===== src/rtl/pcm_win_pkg.sv =====
package pcm_win_pkg;
    localparam int unsigned PCM_DATA_W = 8;

    typedef struct packed {
        logic [PCM_DATA_W-1:0] opt;
        logic [PCM_DATA_W-1:0] stat;
        logic                  wr_act;
    } cfg_state_t;
endpackage


===== src/rtl/pcm_attr_dec.sv =====
module pcm_attr_dec #(
    parameter int unsigned HOST_AW   = 15,
    parameter int unsigned LOC_AW    = 17,
    parameter int unsigned CIS_AW    = 10,
    parameter logic [14:0] OPT_ADDR  = 15'h0800,
    parameter logic [14:0] STAT_ADDR = 15'h0802
) (
    input  logic [HOST_AW-1:0] addr,
    output logic               cis_hit,
    output logic               sel_opt,
    output logic               sel_stat,
    output logic [LOC_AW-1:0]  cis_addr
);
    localparam int unsigned TOP_W = HOST_AW - CIS_AW - 1;
    localparam int unsigned PAD_W = LOC_AW - CIS_AW;

    logic in_range;

    always_comb begin
        in_range = (addr[HOST_AW-1 -: TOP_W] == '0);
        cis_hit  = in_range && !addr[0];
        sel_opt  = (addr == HOST_AW'(OPT_ADDR));
        sel_stat = (addr == HOST_AW'(STAT_ADDR));
        cis_addr = {{PAD_W{1'b1}}, addr[CIS_AW:1]};
    end
endmodule


===== src/rtl/pcm_common_dec.sv =====
module pcm_common_dec #(
    parameter int unsigned HOST_AW = 15,
    parameter int unsigned BANK_W  = 2,
    parameter int unsigned LOC_AW  = HOST_AW + BANK_W
) (
    input  logic [HOST_AW-1:0] addr,
    input  logic [BANK_W:0]    bank_sel,
    output logic [LOC_AW-1:0]  com_addr,
    output logic               use_sram
);
    always_comb begin
        com_addr = {bank_sel[BANK_W-1:0], addr};
        use_sram = bank_sel[BANK_W];
    end
endmodule


===== src/rtl/pcm_cfg_regs.sv =====
module pcm_cfg_regs
    import pcm_win_pkg::*;
#(
    parameter int unsigned IDX_W = 6
) (
    input  logic                  clk,
    input  logic                  rst_n,
    input  logic                  wr_act,
    input  logic                  attr_cyc,
    input  logic                  sel_opt,
    input  logic                  sel_stat,
    input  logic [PCM_DATA_W-1:0] wdata,
    output logic [PCM_DATA_W-1:0] opt,
    output logic [PCM_DATA_W-1:0] stat,
    output logic                  io_en
);
    cfg_state_t st_d, st_q;
    logic       wr_first;

    always_comb begin
        st_d        = st_q;
        wr_first    = wr_act && !st_q.wr_act;
        st_d.wr_act = wr_act;
        if (wr_first && attr_cyc && sel_opt)  st_d.opt  = wdata;
        if (wr_first && attr_cyc && sel_stat) st_d.stat = wdata;
    end

    always_ff @(posedge clk or negedge rst_n) begin
        if (!rst_n) st_q <= '0;
        else        st_q <= st_d;
    end

    assign opt   = st_q.opt;
    assign stat  = st_q.stat;
    assign io_en = (st_q.opt[IDX_W-1:0] != '0);
endmodule


===== src/rtl/pcm_win_dec.sv =====
module pcm_win_dec
    import pcm_win_pkg::*;
#(
    parameter int unsigned HOST_AW = 15,
    parameter int unsigned BANK_W  = 2,
    parameter int unsigned CIS_AW  = 10,
    parameter int unsigned IDX_W   = 6,
    localparam int unsigned LOC_AW = HOST_AW + BANK_W
) (
    input  logic                  clk,
    input  logic                  rst_n,
    input  logic                  hst_ce_n,
    input  logic                  hst_reg_n,
    input  logic                  hst_oe_n,
    input  logic                  hst_we_n,
    input  logic [HOST_AW-1:0]    hst_addr,
    input  logic [PCM_DATA_W-1:0] hst_wdata,
    output logic [PCM_DATA_W-1:0] hst_rdata,
    input  logic [BANK_W:0]       bank_sel,
    output logic [LOC_AW-1:0]     loc_addr,
    output logic [PCM_DATA_W-1:0] loc_wdata,
    input  logic [PCM_DATA_W-1:0] loc_rdata,
    output logic                  loc_flash_ce,
    output logic                  loc_sram_ce,
    output logic                  loc_rd,
    output logic                  loc_wr,
    output logic                  io_resp_en
);
    logic                  cis_hit, sel_opt, sel_stat, use_sram;
    logic [LOC_AW-1:0]     cis_addr, com_addr;
    logic [PCM_DATA_W-1:0] opt, stat;
    logic                  active, attr_cyc, com_cyc, rd_req, wr_req;

    always_comb begin
        active   = !hst_ce_n;
        attr_cyc = active && !hst_reg_n;
        com_cyc  = active && hst_reg_n;
        wr_req   = active && !hst_we_n;
        rd_req   = active && !hst_oe_n && hst_we_n;
    end

    pcm_attr_dec #(
        .HOST_AW (HOST_AW),
        .LOC_AW  (LOC_AW),
        .CIS_AW  (CIS_AW)
    ) attr_i (
        .addr     (hst_addr),
        .cis_hit  (cis_hit),
        .sel_opt  (sel_opt),
        .sel_stat (sel_stat),
        .cis_addr (cis_addr)
    );

    pcm_common_dec #(
        .HOST_AW (HOST_AW),
        .BANK_W  (BANK_W),
        .LOC_AW  (LOC_AW)
    ) com_i (
        .addr     (hst_addr),
        .bank_sel (bank_sel),
        .com_addr (com_addr),
        .use_sram (use_sram)
    );

    pcm_cfg_regs #(
        .IDX_W (IDX_W)
    ) cfg_i (
        .clk      (clk),
        .rst_n    (rst_n),
        .wr_act   (wr_req),
        .attr_cyc (attr_cyc),
        .sel_opt  (sel_opt),
        .sel_stat (sel_stat),
        .wdata    (hst_wdata),
        .opt      (opt),
        .stat     (stat),
        .io_en    (io_resp_en)
    );

    always_comb begin
        loc_addr     = com_cyc ? com_addr : cis_addr;
        loc_wdata    = hst_wdata;
        loc_flash_ce = 1'b0;
        loc_sram_ce  = 1'b0;
        loc_rd       = 1'b0;
        loc_wr       = 1'b0;
        hst_rdata    = '0;
        if (com_cyc) begin
            loc_flash_ce = !use_sram;
            loc_sram_ce  = use_sram;
            loc_rd       = rd_req;
            loc_wr       = wr_req;
            if (rd_req) hst_rdata = loc_rdata;
        end else if (attr_cyc) begin
            if (cis_hit && rd_req) begin
                loc_flash_ce = 1'b1;
                loc_rd       = 1'b1;
                hst_rdata    = loc_rdata;
            end else if (sel_opt && rd_req) begin
                hst_rdata = opt;
            end else if (sel_stat && rd_req) begin
                hst_rdata = stat;
            end
        end
    end
endmodule


===== config.mk =====
export PLATFORM = sky130hd
export DESIGN_NAME = pcm_win_dec
export DESIGN_NICKNAME = d
export VERILOG_FILES = /design/src/rtl/pcm_win_pkg.sv /design/src/rtl/pcm_attr_dec.sv /design/src/rtl/pcm_common_dec.sv /design/src/rtl/pcm_cfg_regs.sv /design/src/rtl/pcm_win_dec.sv
export SDC_FILE = /design/constraint.sdc
export NUM_CORES = 1
export LEC_CHECK = 0
export ABC_AREA = 0
export BUFFER_PORTS_ARGS = -buffer_cell sky130_fd_sc_hd__buf_2
export CAP_MARGIN = 10
export CORE_MARGIN = 10
export CORE_UTILIZATION = 42
export CTS_CLUSTER_DIAMETER = 100
export DETAILED_ROUTE_END_ITERATION = 10
export PLACE_DENSITY = 0.92
export RECOVER_POWER = 25
export REMOVE_ABC_BUFFERS = 1
export SYNTH_ARGS = -nofsm -noshare
export SYNTH_HDL_FRONTEND = slang
export SYNTH_SLANG_ARGS = --single-unit

===== constraint.sdc =====
create_clock -name clk -period 2 [get_ports clk]
set_input_delay 0.5 -clock clk [delete_from_list [all_inputs] [get_ports clk]]
set_output_delay 0.5 -clock clk [all_outputs]
set_load 0.01 [all_outputs]

* Word level (Yosys, flattened, before mapping)
Cells that the tools add are included.
Storage, ports and cells: register bits after elaboration 17, latch bits 0, bits in writable memories 0, memory bits (read-only) 0, bits of input ports 40, output and inout port bits 38, logic and storage cells 40, memories 0
Cells by class: add/subtract/negate cells 0, multipliers 0, div/mod/pow operators 0, magnitude comparators 0, equality and inequality tests 2, shift-type cells 0, mux-type cells 13, bitwise operators 0, reductions and logical operators 22
Operators with widths (count):
- $mux W8 | 6
- $eq A15 B12 Y1 const B | 2
- $mux W17 | 1
- $logic_and A1 B1 Y1 | 13
- $logic_not A1 Y1 | 7
- $mux W1 | 6
- $reduce_bool A6 Y1 | 1
- $logic_not A4 Y1 | 1

* Logic depth before layout (Yosys ltp)
Gate-level depths: netlist (run 1).
word-level depth 9, mapped depth 5, mapped depth without buffers 4

* Cells and area by module
From an unflattened synthesis (run 1), not the netlist that was laid out.
Unflattened totals: cells, all modules 159, area, all modules 1652.8 um^2
By module, submodules not included:
- pcm_cfg_regs | instances 1, cells an instance 54, area an instance 769.5 um^2, sequential area each 425.4 um^2
- pcm_win_dec | instances 1, cells an instance 61, area an instance 538.0 um^2, sequential area each 0.0 um^2
- pcm_attr_dec | instances 1, cells an instance 26, area an instance 210.2 um^2, sequential area each 0.0 um^2
- pcm_common_dec | instances 1, cells an instance 18, area an instance 135.1 um^2, sequential area each 0.0 um^2

* Worst setup path after synthesis (run 1)
No wires, ideal clock.
path type input-to-output, from input port hst_addr[13], to output port hst_rdata[0], arrival 1.554 ns, slack -0.054 ns, stages on the path 5, buffers on the path 1, cells stage by stage nor4_4 > nor2b_1 > o21a_1 > clkbuf_1 > o2bb2ai_1
On the way: cells in the longest elaborated chain, start to end 7, elaborated cells between the ends (all ways) 12, classes of those cells eq/ne (2); mux (5); reduce/logical (5)
Ends and longest elaborated chain:
- start, declared | line pcm_win_dec.sv:16 | input logic [HOST_AW-1:0] hst_addr,
- $eq A15 B12 Y1 | line pcm_attr_dec.sv:23 | sel_stat = (addr == HOST_AW'(STAT_ADDR));
- $logic_and A1 B1 Y1 | line pcm_win_dec.sv:101 | end else if (sel_stat && rd_req) begin
- $mux W8 | line pcm_win_dec.sv:101
- $mux W8 | line pcm_win_dec.sv:99 | end else if (sel_opt && rd_req) begin
- $mux W8 * | line pcm_win_dec.sv:95 | if (cis_hit && rd_req) begin
- $mux W8 * | line pcm_win_dec.sv:94 | end else if (attr_cyc) begin
- $mux W8 * | line pcm_win_dec.sv:88 | if (com_cyc) begin
- end, declared | line pcm_win_dec.sv:18 | output logic [PCM_DATA_W-1:0] hst_rdata,
Every way passes the cells marked *; elsewhere a longest branch is shown, timed or not.

* Worst setup path in the final report (run 1)
from input port hst_addr[0], to output port hst_rdata[1]
Same word-level chain as after synthesis.

==> results.cfg, run 1 <==
[run_status]
status = complete, but fails checks
violations = setup timing

[synthesis]
ys_seq_area_share_pct = 35.90
yosys_warnings = 0
synth_cell_type_count = 25
netlist_instances = 126
synth_seq_cells = 17
syn-cell-area_mm2 = 0.001185
syn_area_per_cell_um2 = 9.404

[cts]
clock-sinks = 17
clk_path_buf_depth = 2
cts_tree = done
root_buffer = clkbuf_4
cts_buffers = 3
clkTransAtPathRegs_ns = 0.10
h-tree-depth = 1
insertion_delay_ns = 0.30

[worst_setup_path]
arrival_ns = 1.74
reg2regPathDepth = 4
startpoint_type = primary input
end_kind = output pin
setup.worst_path.end = hst_rdata[1]
crit_fanout = 5
r2r_start = cfg_i.st_q[0]
critPathKind = in2out
crit_required_ns = 1.50
rr_endpoint = cfg_i.opt[2]
r2r_setup_slack_ns = 0.53
crit_start = hst_addr[0]

[sta]
finalCritPeriodShare_pct = 112.1
relSlewSlack_pct = 41.84
finClkSkew_ns = 0.005210
tightestPinTransition_ns = 0.8724
worst_slack_ns = -0.2424
tns_ns = -1.983
slew_violations = 0
rsz0062_at_grt = true
fmax_mhz = 446.0
finalHoldViolations = 0
period_minus_slack_ns = 2.242
setup_viol = 9

[place]
place_hpwl_um = 3246
postPlaceCellArea_mm2 = 0.001703
gp_congestion = 0.7745
port_buffers = 77
dp.cells = 243

[die]
initial_core_util_pct = 43.34
dieWidth_um = 73.12
die_h_um = 73.12
pin_count = 78
rows = 19
dieArea_mm2 = 0.005346
core-area_mm2 = 0.002734

[route]
drc = 0
via_per_inst = 5.292
ant_nets = 0
drt-initial-drc-count = 43
totalWireLength_um = 4364
first_pass_iters = 4
dr_total_vias = 1323
wire_per_inst_um = 17.46

[power_and_ir_drop]
ir_drop_mv = 0.4994
seqPwrFrac_pct = 45.5
p_leak_nw = 1.026
power_switching_mw = 0.2288
comb_power_share_pct = 29.3
power.internal_mw = 0.5297
power_density_mw_per_mm2 = 386.1
p_clk_share_pct = 25.3
power.share.switching_pct = 30.16

[global_route]
grt_pass1_wl_um = 6003
grt_max_degree = 19
grt_pass1_vias = 1394
antenna_found_initial = 0
track_usage_pct = 13.62
grt.overflow.total = 0

[final_layout]
antennaDiodeCount = 0
n_fill_cell = 204
layout-drive-gt1-share_pct = 63.47
finalNonFillerCells = 250
finish.instance_area_mm2 = 0.001964
area_growth_pct = 65.79
nNetsFinal = 260

[run]
maxCapViolations = 0

[worst_hold_path]
holdCritPathClass = in2async
==> worst min-delay path by stage <==
stage | from | endpoint | depth (start not counted) | slack [ns]
2_1_floorplan | rst_n | cfg_i.opt[0] | 0 | 0.20
3_3_place_gp | rst_n | cfg_i.opt[7] | 1 | 0.43
3_5_place_dp | rst_n | cfg_i.stat[7] | 1 | 0.43
4_1_cts | rst_n | cfg_i.stat[7] | 1 | 0.11
5_1_grt | rst_n | cfg_i.opt[7] | 1 | 0.36
6_report | rst_n | cfg_i.stat[7] | 1 | 0.28
==> layout by cell type (no fill, tap or decap), types with 2 or more instances in the layout <==
master / Yosys / layout
clkbuf_4: 0 / 3
buf_4: 8 / 21
nor3_1: 2 / 2
mux2i_1: 8 / 8
nand2b_1: 8 / 8
buf_6: 0 / 7
nor4_4: 1 / 2
or2_2: 3 / 3
dfrtp_1: 17 / 17
o2bb2ai_2: 0 / 4
nor2_1: 4 / 4
buf_2: 1 / 69
clkbuf_1: 3 / 2
nand2_1: 32 / 32
mux2_2: 16 / 16
o2bb2ai_4: 0 / 4
==> power by group through the flow <==
stage	clock (mW)	sequential (mW)	combinational, mW
after floorplan	0	0.352	0.0578
after global placement	0	0.352	0.191
after detailed placement	0	0.352	0.195
after CTS	0.188	0.345	0.198
after global routing	0.203	0.345	0.243
final	0.192	0.345	0.222
==> registers in the layout (all words and copies together) (netlist names) <==
signal,cells
cfg_i.stat,8
cfg_i.opt,8
cfg_i.st_q,1
==> synthesized netlist by cell type <==
library cell	n	share of area, %
nor4_1	2	1.1
nor2_1	4	1.3
mux2_2	16	15
nor3b_1	1	0.63
nand3_1	2	0.84
or2_2	3	1.6
clkbuf_1	3	0.95
o2bb2ai_1	8	5.9
nand2_1	32	10
mux2i_1	8	6.8
nor3b_4	1	1.6
nand4_1	1	0.53
buf_4	8	5.1
dfrtp_1	17	36
nor4b_2	1	1.3
buf_2	1	0.42
nor4_4	1	1.8
o21ai_0	1	0.42
nor2b_1	2	1.1
o21a_1	1	0.63
nand2b_1	8	4.2
nor3_1	2	0.84
nor2_2	1	0.53
and4_2	1	0.84
and2_1	1	0.53
==> layer usage <==
layer  up-vias  track usage (%)  part of all wire [%]
li1        617                -                     -
met1       626            13.85                    37
met2        70            24.16                    48
met3        10            5.986                    14
met4         0            4.430                   1.8
met5         -                0                     0
==> area by class of cell <==
cell class / instances / area (um^2) / area share [%]
Multi-Input combinational cell: 97 / 828.3 / 42.17
Timing Repair Buffer: 101 / 645.6 / 32.87
Sequential cell: 17 / 425.4 / 21.66
Tap cell: 31 / 38.79 / 1.975
Clock buffer: 4 / 26.28 / 1.338
==> critical path, stage by stage <==
cell	delay (ns)
buf_8	0.10
nor4_4	0.29
buf_4	0.16
nor2b_4	0.14
o21a_4	0.17
buf_12	0.13
o2bb2ai_2	0.10
buf_2	0.15
==> stage by stage <==
stage                     hold WS [ns]  total power, mW  setup slack [ns]  util, %
after floorplan                 0.2044           0.4094         -0.004540        -
after global placement          0.4313           0.5428           -0.2428    62.29
after detailed placement        0.4323           0.5467           -0.2667    62.29
after CTS                       0.1092           0.7308           -0.2443    63.98
after global routing            0.3622           0.7912           -0.3113    71.85
final                           0.2751           0.7584           -0.2424    71.85
==> cells by family after synthesis <==
logic type / after synthesis / share of synthesized area (%)
simple gates: 63 / 28.72
flops: 17 / 35.90
compound gates: 10 / 6.969
mux: 24 / 21.96
buf+inv: 12 / 6.441
==> timing repair <==
action / in CTS / in global routing
endpoints found under the hold margin: 0 / 0
pin swaps: 0 / 3
setup buffers: 1 / 2
hold buffers: 0 / 0
resized for setup: 2 / 31
cloned: 0 / 1
endpoints found under the setup margin: 9 / 20
No activity file was read; power rests on OpenSTA's default activity.
==> run 2: changes to the inputs <==
--- a/config.mk
+++ b/config.mk
@@ -15,6 +15,7 @@
 export PLACE_DENSITY = 0.92
 export RECOVER_POWER = 25
 export REMOVE_ABC_BUFFERS = 1
+export SKIP_CTS_REPAIR_TIMING = 1
 export SYNTH_ARGS = -nofsm -noshare
 export SYNTH_HDL_FRONTEND = slang
 export SYNTH_SLANG_ARGS = --single-unit
==> run 2 against run 1 <==
The flow still finishes with violations (setup timing). Worst hold slack gained 0.0084 ns. Largest power group unchanged. Global-route usage is essentially flat. Fmax shrank 0.35%. Worst setup slack lost 0.0078 ns. Count of clock-buffer cells in the layout is the same. Flip-flop and latch count is the same.
==> results.cfg, run 2 (synthesized netlist as in run 1, its figures left out) <==
[power_and_ir_drop]
power_density_mw_per_mm2 = 387.8
p_leak_nw = 1.022
ir_drop_mv = 0.4998

[worst_setup_path]
end_kind = output pin
r2r_start = cfg_i.st_q[0]
rr_endpoint = cfg_i.opt[2]
r2r_setup_slack_ns = 0.53
startpoint_type = primary input
crit_required_ns = 1.50
critPathKind = in2out
reg2regPathDepth = 4
arrival_ns = 1.75
crit_fanout = 4

[final_layout]
finish.instance_area_mm2 = 0.001946
finalNonFillerCells = 250
final_cell_mix = buf_2 (70), nand2_1 (32), buf_4 (21), dfrtp_1 (17), mux2_2 (16)
antennaDiodeCount = 0
n_fill_cell = 202
fin_util_pct = 71.17
nNetsFinal = 260
area_growth_pct = 64.20
layout.cells.most_common = buf_2
layout-drive-gt1-share_pct = 63.47

[place]
port_buffers = 77
postPlaceCellArea_mm2 = 0.001703
gp_congestion = 0.7745
dp.cells = 243
place_hpwl_um = 3246

[die]
pin_count = 78
initial_core_util_pct = 43.34
rows = 19
core-area_mm2 = 0.002734
dieWidth_um = 73.12
dieArea_mm2 = 0.005346
die_h_um = 73.12

[global_route]
antenna_found_initial = 0
grt_pass1_wl_um = 5982
grt.overflow.total = 0
grt_pass1_vias = 1393
track_usage_pct = 13.60
grt_max_degree = 19

[route]
ant_nets = 0
totalWireLength_um = 4295
wire_per_inst_um = 17.18
dr_total_vias = 1322
drc = 0
first_pass_iters = 4
via_per_inst = 5.288
drt-initial-drc-count = 52

[sta]
relSlewSlack_pct = 41.11
period_minus_slack_ns = 2.250
finalHoldViolations = 0
fmax_mhz = 444.4
slew_violations = 0
setup_viol = 9
finalCritPeriodShare_pct = 112.5
rsz0062_at_grt = true
tightestPinTransition_ns = 0.8834
finClkSkew_ns = 0.003970
worst_slack_ns = -0.2502

[run_status]
violations = setup timing
status = complete, but fails checks

[cts]
clk_path_buf_depth = 2
clkTransAtPathRegs_ns = 0.10
clock-sinks = 17
h-tree-depth = 1
insertion_delay_ns = 0.30
cts_buffers = 3
cts_tree = done
root_buffer = clkbuf_4

[worst_hold_path]
holdCritPathClass = in2async

[run]
maxCapViolations = 0
[run 2: cell count changes in the layout (fill, tap and decap cells not counted)]
cell | previous run | this run
buf_6 | 7 | 6
o2bb2ai_2 | 4 | 5
buf_2 | 69 | 70
o2bb2ai_4 | 4 | 3
[run 2: final cells by class]
class                   count  area, um^2  area share [%]
repair buffers            101       639.4           32.86
clock buffers               4       26.28           1.350
flip-flops and latches     17       425.4           21.86
multi-input cells          97       815.8           41.93
well taps                  31       38.79           1.994
[run 2: stage by stage]
stage | worst slack, ns | TNS [ns] | total power [mW] | hold slack (ns)
after global routing | -0.3204 | -3.119 | 0.7874 | 0.3641
after floorplan | -0.004540 | -0.03178 | 0.4094 | 0.2044
after global placement | -0.2428 | -2.857 | 0.5428 | 0.4313
final | -0.2502 | -1.962 | 0.7546 | 0.2835
after detailed placement | -0.2667 | -3.273 | 0.5467 | 0.4323
after CTS | -0.2840 | -2.248 | 0.7286 | 0.1092
[run 2: worst max-delay path, stage by stage]
cell and delay, ns:
buf_8 0.10, nor4_4 0.29, buf_4 0.16, nor2b_4 0.14
o21a_4 0.16, clkbuf_16 0.14, o2bb2ai_2 0.10, buf_2 0.15
[run 2: layer usage]
layer | share of wire (%) | up-vias | track usage, % | routed length [um]
met2 | 49 | 70 | 24.16 | 2084
met3 | 14 | 7 | 5.986 | 590
li1 | - | 619 | - | -
met4 | 1.4 | 0 | 4.430 | 61
met1 | 36 | 626 | 13.77 | 1559
met5 | 0 | - | 0 | 0
[run 2: worst max path at each step]
stage | from | endpoint | slack (ns) | cells past startpoint
after CTS | hst_addr[6] | hst_rdata[3] | -0.28 | 7
after global routing | hst_addr[0] | hst_rdata[1] | -0.32 | 8
after floorplan | hst_addr[6] | hst_rdata[0] | -0.005 | 4
after detailed placement | hst_addr[6] | hst_rdata[3] | -0.27 | 7
final | hst_addr[0] | hst_rdata[1] | -0.25 | 8
after global placement | hst_addr[6] | hst_rdata[5] | -0.24 | 7
[run 2: power by group]
group          leakage, nW  switching, mW  internal, mW
clock               0.0150          0.111        0.0779
sequential           0.237       0.000290         0.344
combinational        0.771          0.115         0.106
total                 1.02          0.226         0.529
==> run 3: changes to the inputs <==
--- a/config.mk
+++ b/config.mk
@@ -9,13 +9,14 @@
 export BUFFER_PORTS_ARGS = -buffer_cell sky130_fd_sc_hd__buf_2
 export CAP_MARGIN = 10
 export CORE_MARGIN = 10
-export CORE_UTILIZATION = 42
+export CORE_UTILIZATION = 39
 export CTS_CLUSTER_DIAMETER = 100
 export DETAILED_ROUTE_END_ITERATION = 10
-export PLACE_DENSITY = 0.92
+export PLACE_DENSITY = 0.81
 export RECOVER_POWER = 25
 export REMOVE_ABC_BUFFERS = 1
 export SKIP_CTS_REPAIR_TIMING = 1
 export SYNTH_ARGS = -nofsm -noshare
 export SYNTH_HDL_FRONTEND = slang
+export SYNTH_HIERARCHICAL = 1
 export SYNTH_SLANG_ARGS = --single-unit
==> run 3 against run 2 <==
Clock skew is 0.00075 ns lower. Critical endpoint is now hst_rdata[7]. Via count shrank 5.9%. Count of clock-buffer cells in the layout did not move. Fmax shrank 20%. Flip-flop and latch count unchanged. The run still ends with setup timing left. Design area rose by 4.7%. Critical path type unchanged. Highest routed layer unchanged.
==> results.cfg, run 3 <==
[run_status]
status = complete, but fails checks
violations = setup timing

[synthesis]
ys_seq_area_share_pct = 25.74
synth.area.top_cells = buf_4 (27%), dfrtp_1 (26%), mux2_2 (22%)
yosys_warnings = 6
synth_seq_cells = 17
synth_cell_type_count = 32
syn_area_per_cell_um2 = 10.40
synthArstFlopShare_pct = 100.0
synth_common_cells = buf_4 (59), mux2_2 (32), dfrtp_1 (17), a32oi_1 (8), o2bb2ai_1 (7)
synth_top_area_cell = buf_4
netlist_instances = 159
yosysTopAreaCellShare_pct = 26.80
syn-cell-area_mm2 = 0.001653
synth_edf_count = 0
synthMostInstantiatedCell = buf_4
synthFlopType = dfrtp_1

[worst_setup_path]
startpoint_type = primary input
crit_family = simple AND/OR/NAND/NOR gates
critPathMaxStageDelay_ns = 0.57
critPathSlowestCell = or4b_4
arrival_ns = 2.30
r2r_setup_slack_ns = 0.87
critPathKind = in2out
critPathBufInv = 3
crit_chain = buf_8, or4b_4, nor4_4, nor4bb_2, buf_4, a32oi_1, o2bb2ai_1, buf_2
crit_fanout = 8
end_kind = output pin
crit_required_ns = 1.50

[global_route]
grt_pass1_vias = 1312
antenna_found_initial = 0
grt_pass1_wl_um = 6244
track_usage_pct = 10.26
grt.overflow.total = 0
grt_max_degree = 20

[route]
wire_per_inst_um = 16.51
ant_nets = 0
via_per_inst = 4.878
drc = 0
dr_total_vias = 1244
totalWireLength_um = 4211
drt-initial-drc-count = 44
first_pass_iters = 4

[die]
rows = 23
dieWidth_um = 85.10
die_h_um = 85.10
dieArea_mm2 = 0.007242
core-area_mm2 = 0.004058
pin_count = 78
initial_core_util_pct = 40.73

[power_and_ir_drop]
p_clk_share_pct = 30.0
p_leak_nw = 1.090
seqPwrFrac_pct = 41.4
comb_power_share_pct = 28.6
ir_drop_mv = 0.1887
power_density_mw_per_mm2 = 409.9
power.share.switching_pct = 26.50
power_switching_mw = 0.2213
power.internal_mw = 0.6136

[final_layout]
nNetsFinal = 246
antennaDiodeCount = 0
final_cell_mix = buf_2 (71), mux2_2 (30), buf_4 (18), dfrtp_1 (17)
fin_util_pct = 50.20
layout-drive-gt1-share_pct = 73.17
area_growth_pct = 23.24
n_fill_cell = 371
layout.cells.most_common = buf_2

[sta]
fmax_mhz = 357.3
worst_slack_ns = -0.7990
finalHoldViolations = 0
tightestPinTransition_ns = 0.8840
setup_viol = 26
finalCritPeriodShare_pct = 139.9
slew_violations = 0
tns_ns = -7.284
relSlewSlack_pct = 41.07
period_minus_slack_ns = 2.799
rsz0062_at_grt = true
finClkSkew_ns = 0.003218

[cts]
cts_tree = done
clk_path_buf_depth = 2
insertion_delay_ns = 0.25
root_buffer = clkbuf_8
clock-sinks = 17
h-tree-depth = 1
clkTransAtPathRegs_ns = 0.06
cts_buffers = 3

[run]
maxCapViolations = 0

[place]
gp_congestion = 0.7575
port_buffers = 77
place_hpwl_um = 3237

[worst_hold_path]
holdCritPathClass = in2async
-- run 3: path summary, 6_finish.rpt --
kind / start / endpoint / cells past startpoint
max: hst_addr[3] / hst_rdata[7] / 8
min: rst_n / cfg_i/stat[2] / 1
max reg2reg: cfg_i/st_q[0] / cfg_i/stat[4] / 3
min reg2reg: cfg_i/stat[3] / cfg_i/stat[3] / 1
max in group asynchronous: rst_n / cfg_i/stat[7] / 1
min in group clk: hst_wdata[2] / cfg_i/opt[2] / 2
-- run 3: logic make-up after synthesis --
group,Yosys count,share of synthesized area (%)
other,1,0.2269
flip-flops,17,25.74
AND/OR/NAND/NOR,24,12.19
buffers and inverters,64,29.37
AO/OA/AOI/OAI,20,9.765
multiplexers,33,22.71
-- run 3: area by class of cell --
cell class,count,area (um^2),share of cell area (%)
multi-input combinational,84,854.6,41.95
timing repair buffer,100,649.4,31.88
sequential,17,425.4,20.88
tap,50,62.56,3.071
clock buffer,4,45.04,2.211
-- run 3: worst reg2reg max path, delay by kind of cell (launching register included) --
kind          cells  cell delay, ns
flops             1            0.38
simple gates      1            0.18
buf+inv           1            0.16
mux               1            0.29
-- run 3: metrics by stage --
step / area (um^2) / instances / power, mW / setup slack (ns) / hold WS (ns)
2_1_floorplan: 1190 / 101 / 0.4297 / -0.9904 / 0.2044
3_3_place_gp: 1813 / 248 / 0.5644 / -1.021 / 0.4301
3_5_place_dp: 1813 / 248 / 0.5678 / -1.030 / 0.4338
4_1_cts: 1858 / 252 / 0.8241 / -1.065 / 0.1641
5_1_grt: 2037 / 255 / 0.8864 / -0.9386 / 0.4324
6_report: 2037 / 255 / 0.8348 / -0.7990 / 0.3440
-- run 3: power by group through the flow --
| stage | clock network [mW] | registers [mW] | logic, mW |
|---|---|---|---|
| after floorplan | 0 | 0.352 | 0.0780 |
| after global placement | 0 | 0.352 | 0.213 |
| after detailed placement | 0 | 0.352 | 0.216 |
| after CTS | 0.262 | 0.345 | 0.217 |
| after global routing | 0.282 | 0.345 | 0.259 |
| final | 0.251 | 0.346 | 0.239 |
-- run 3: routing by layer --
metal	share of wire [%]	GRT usage [%]	routed length, um
met4	1.8	4.341	75
met5	0	0	0
met3	5.6	2.677	234
met2	57	18.80	2389
met1	36	10.71	1512
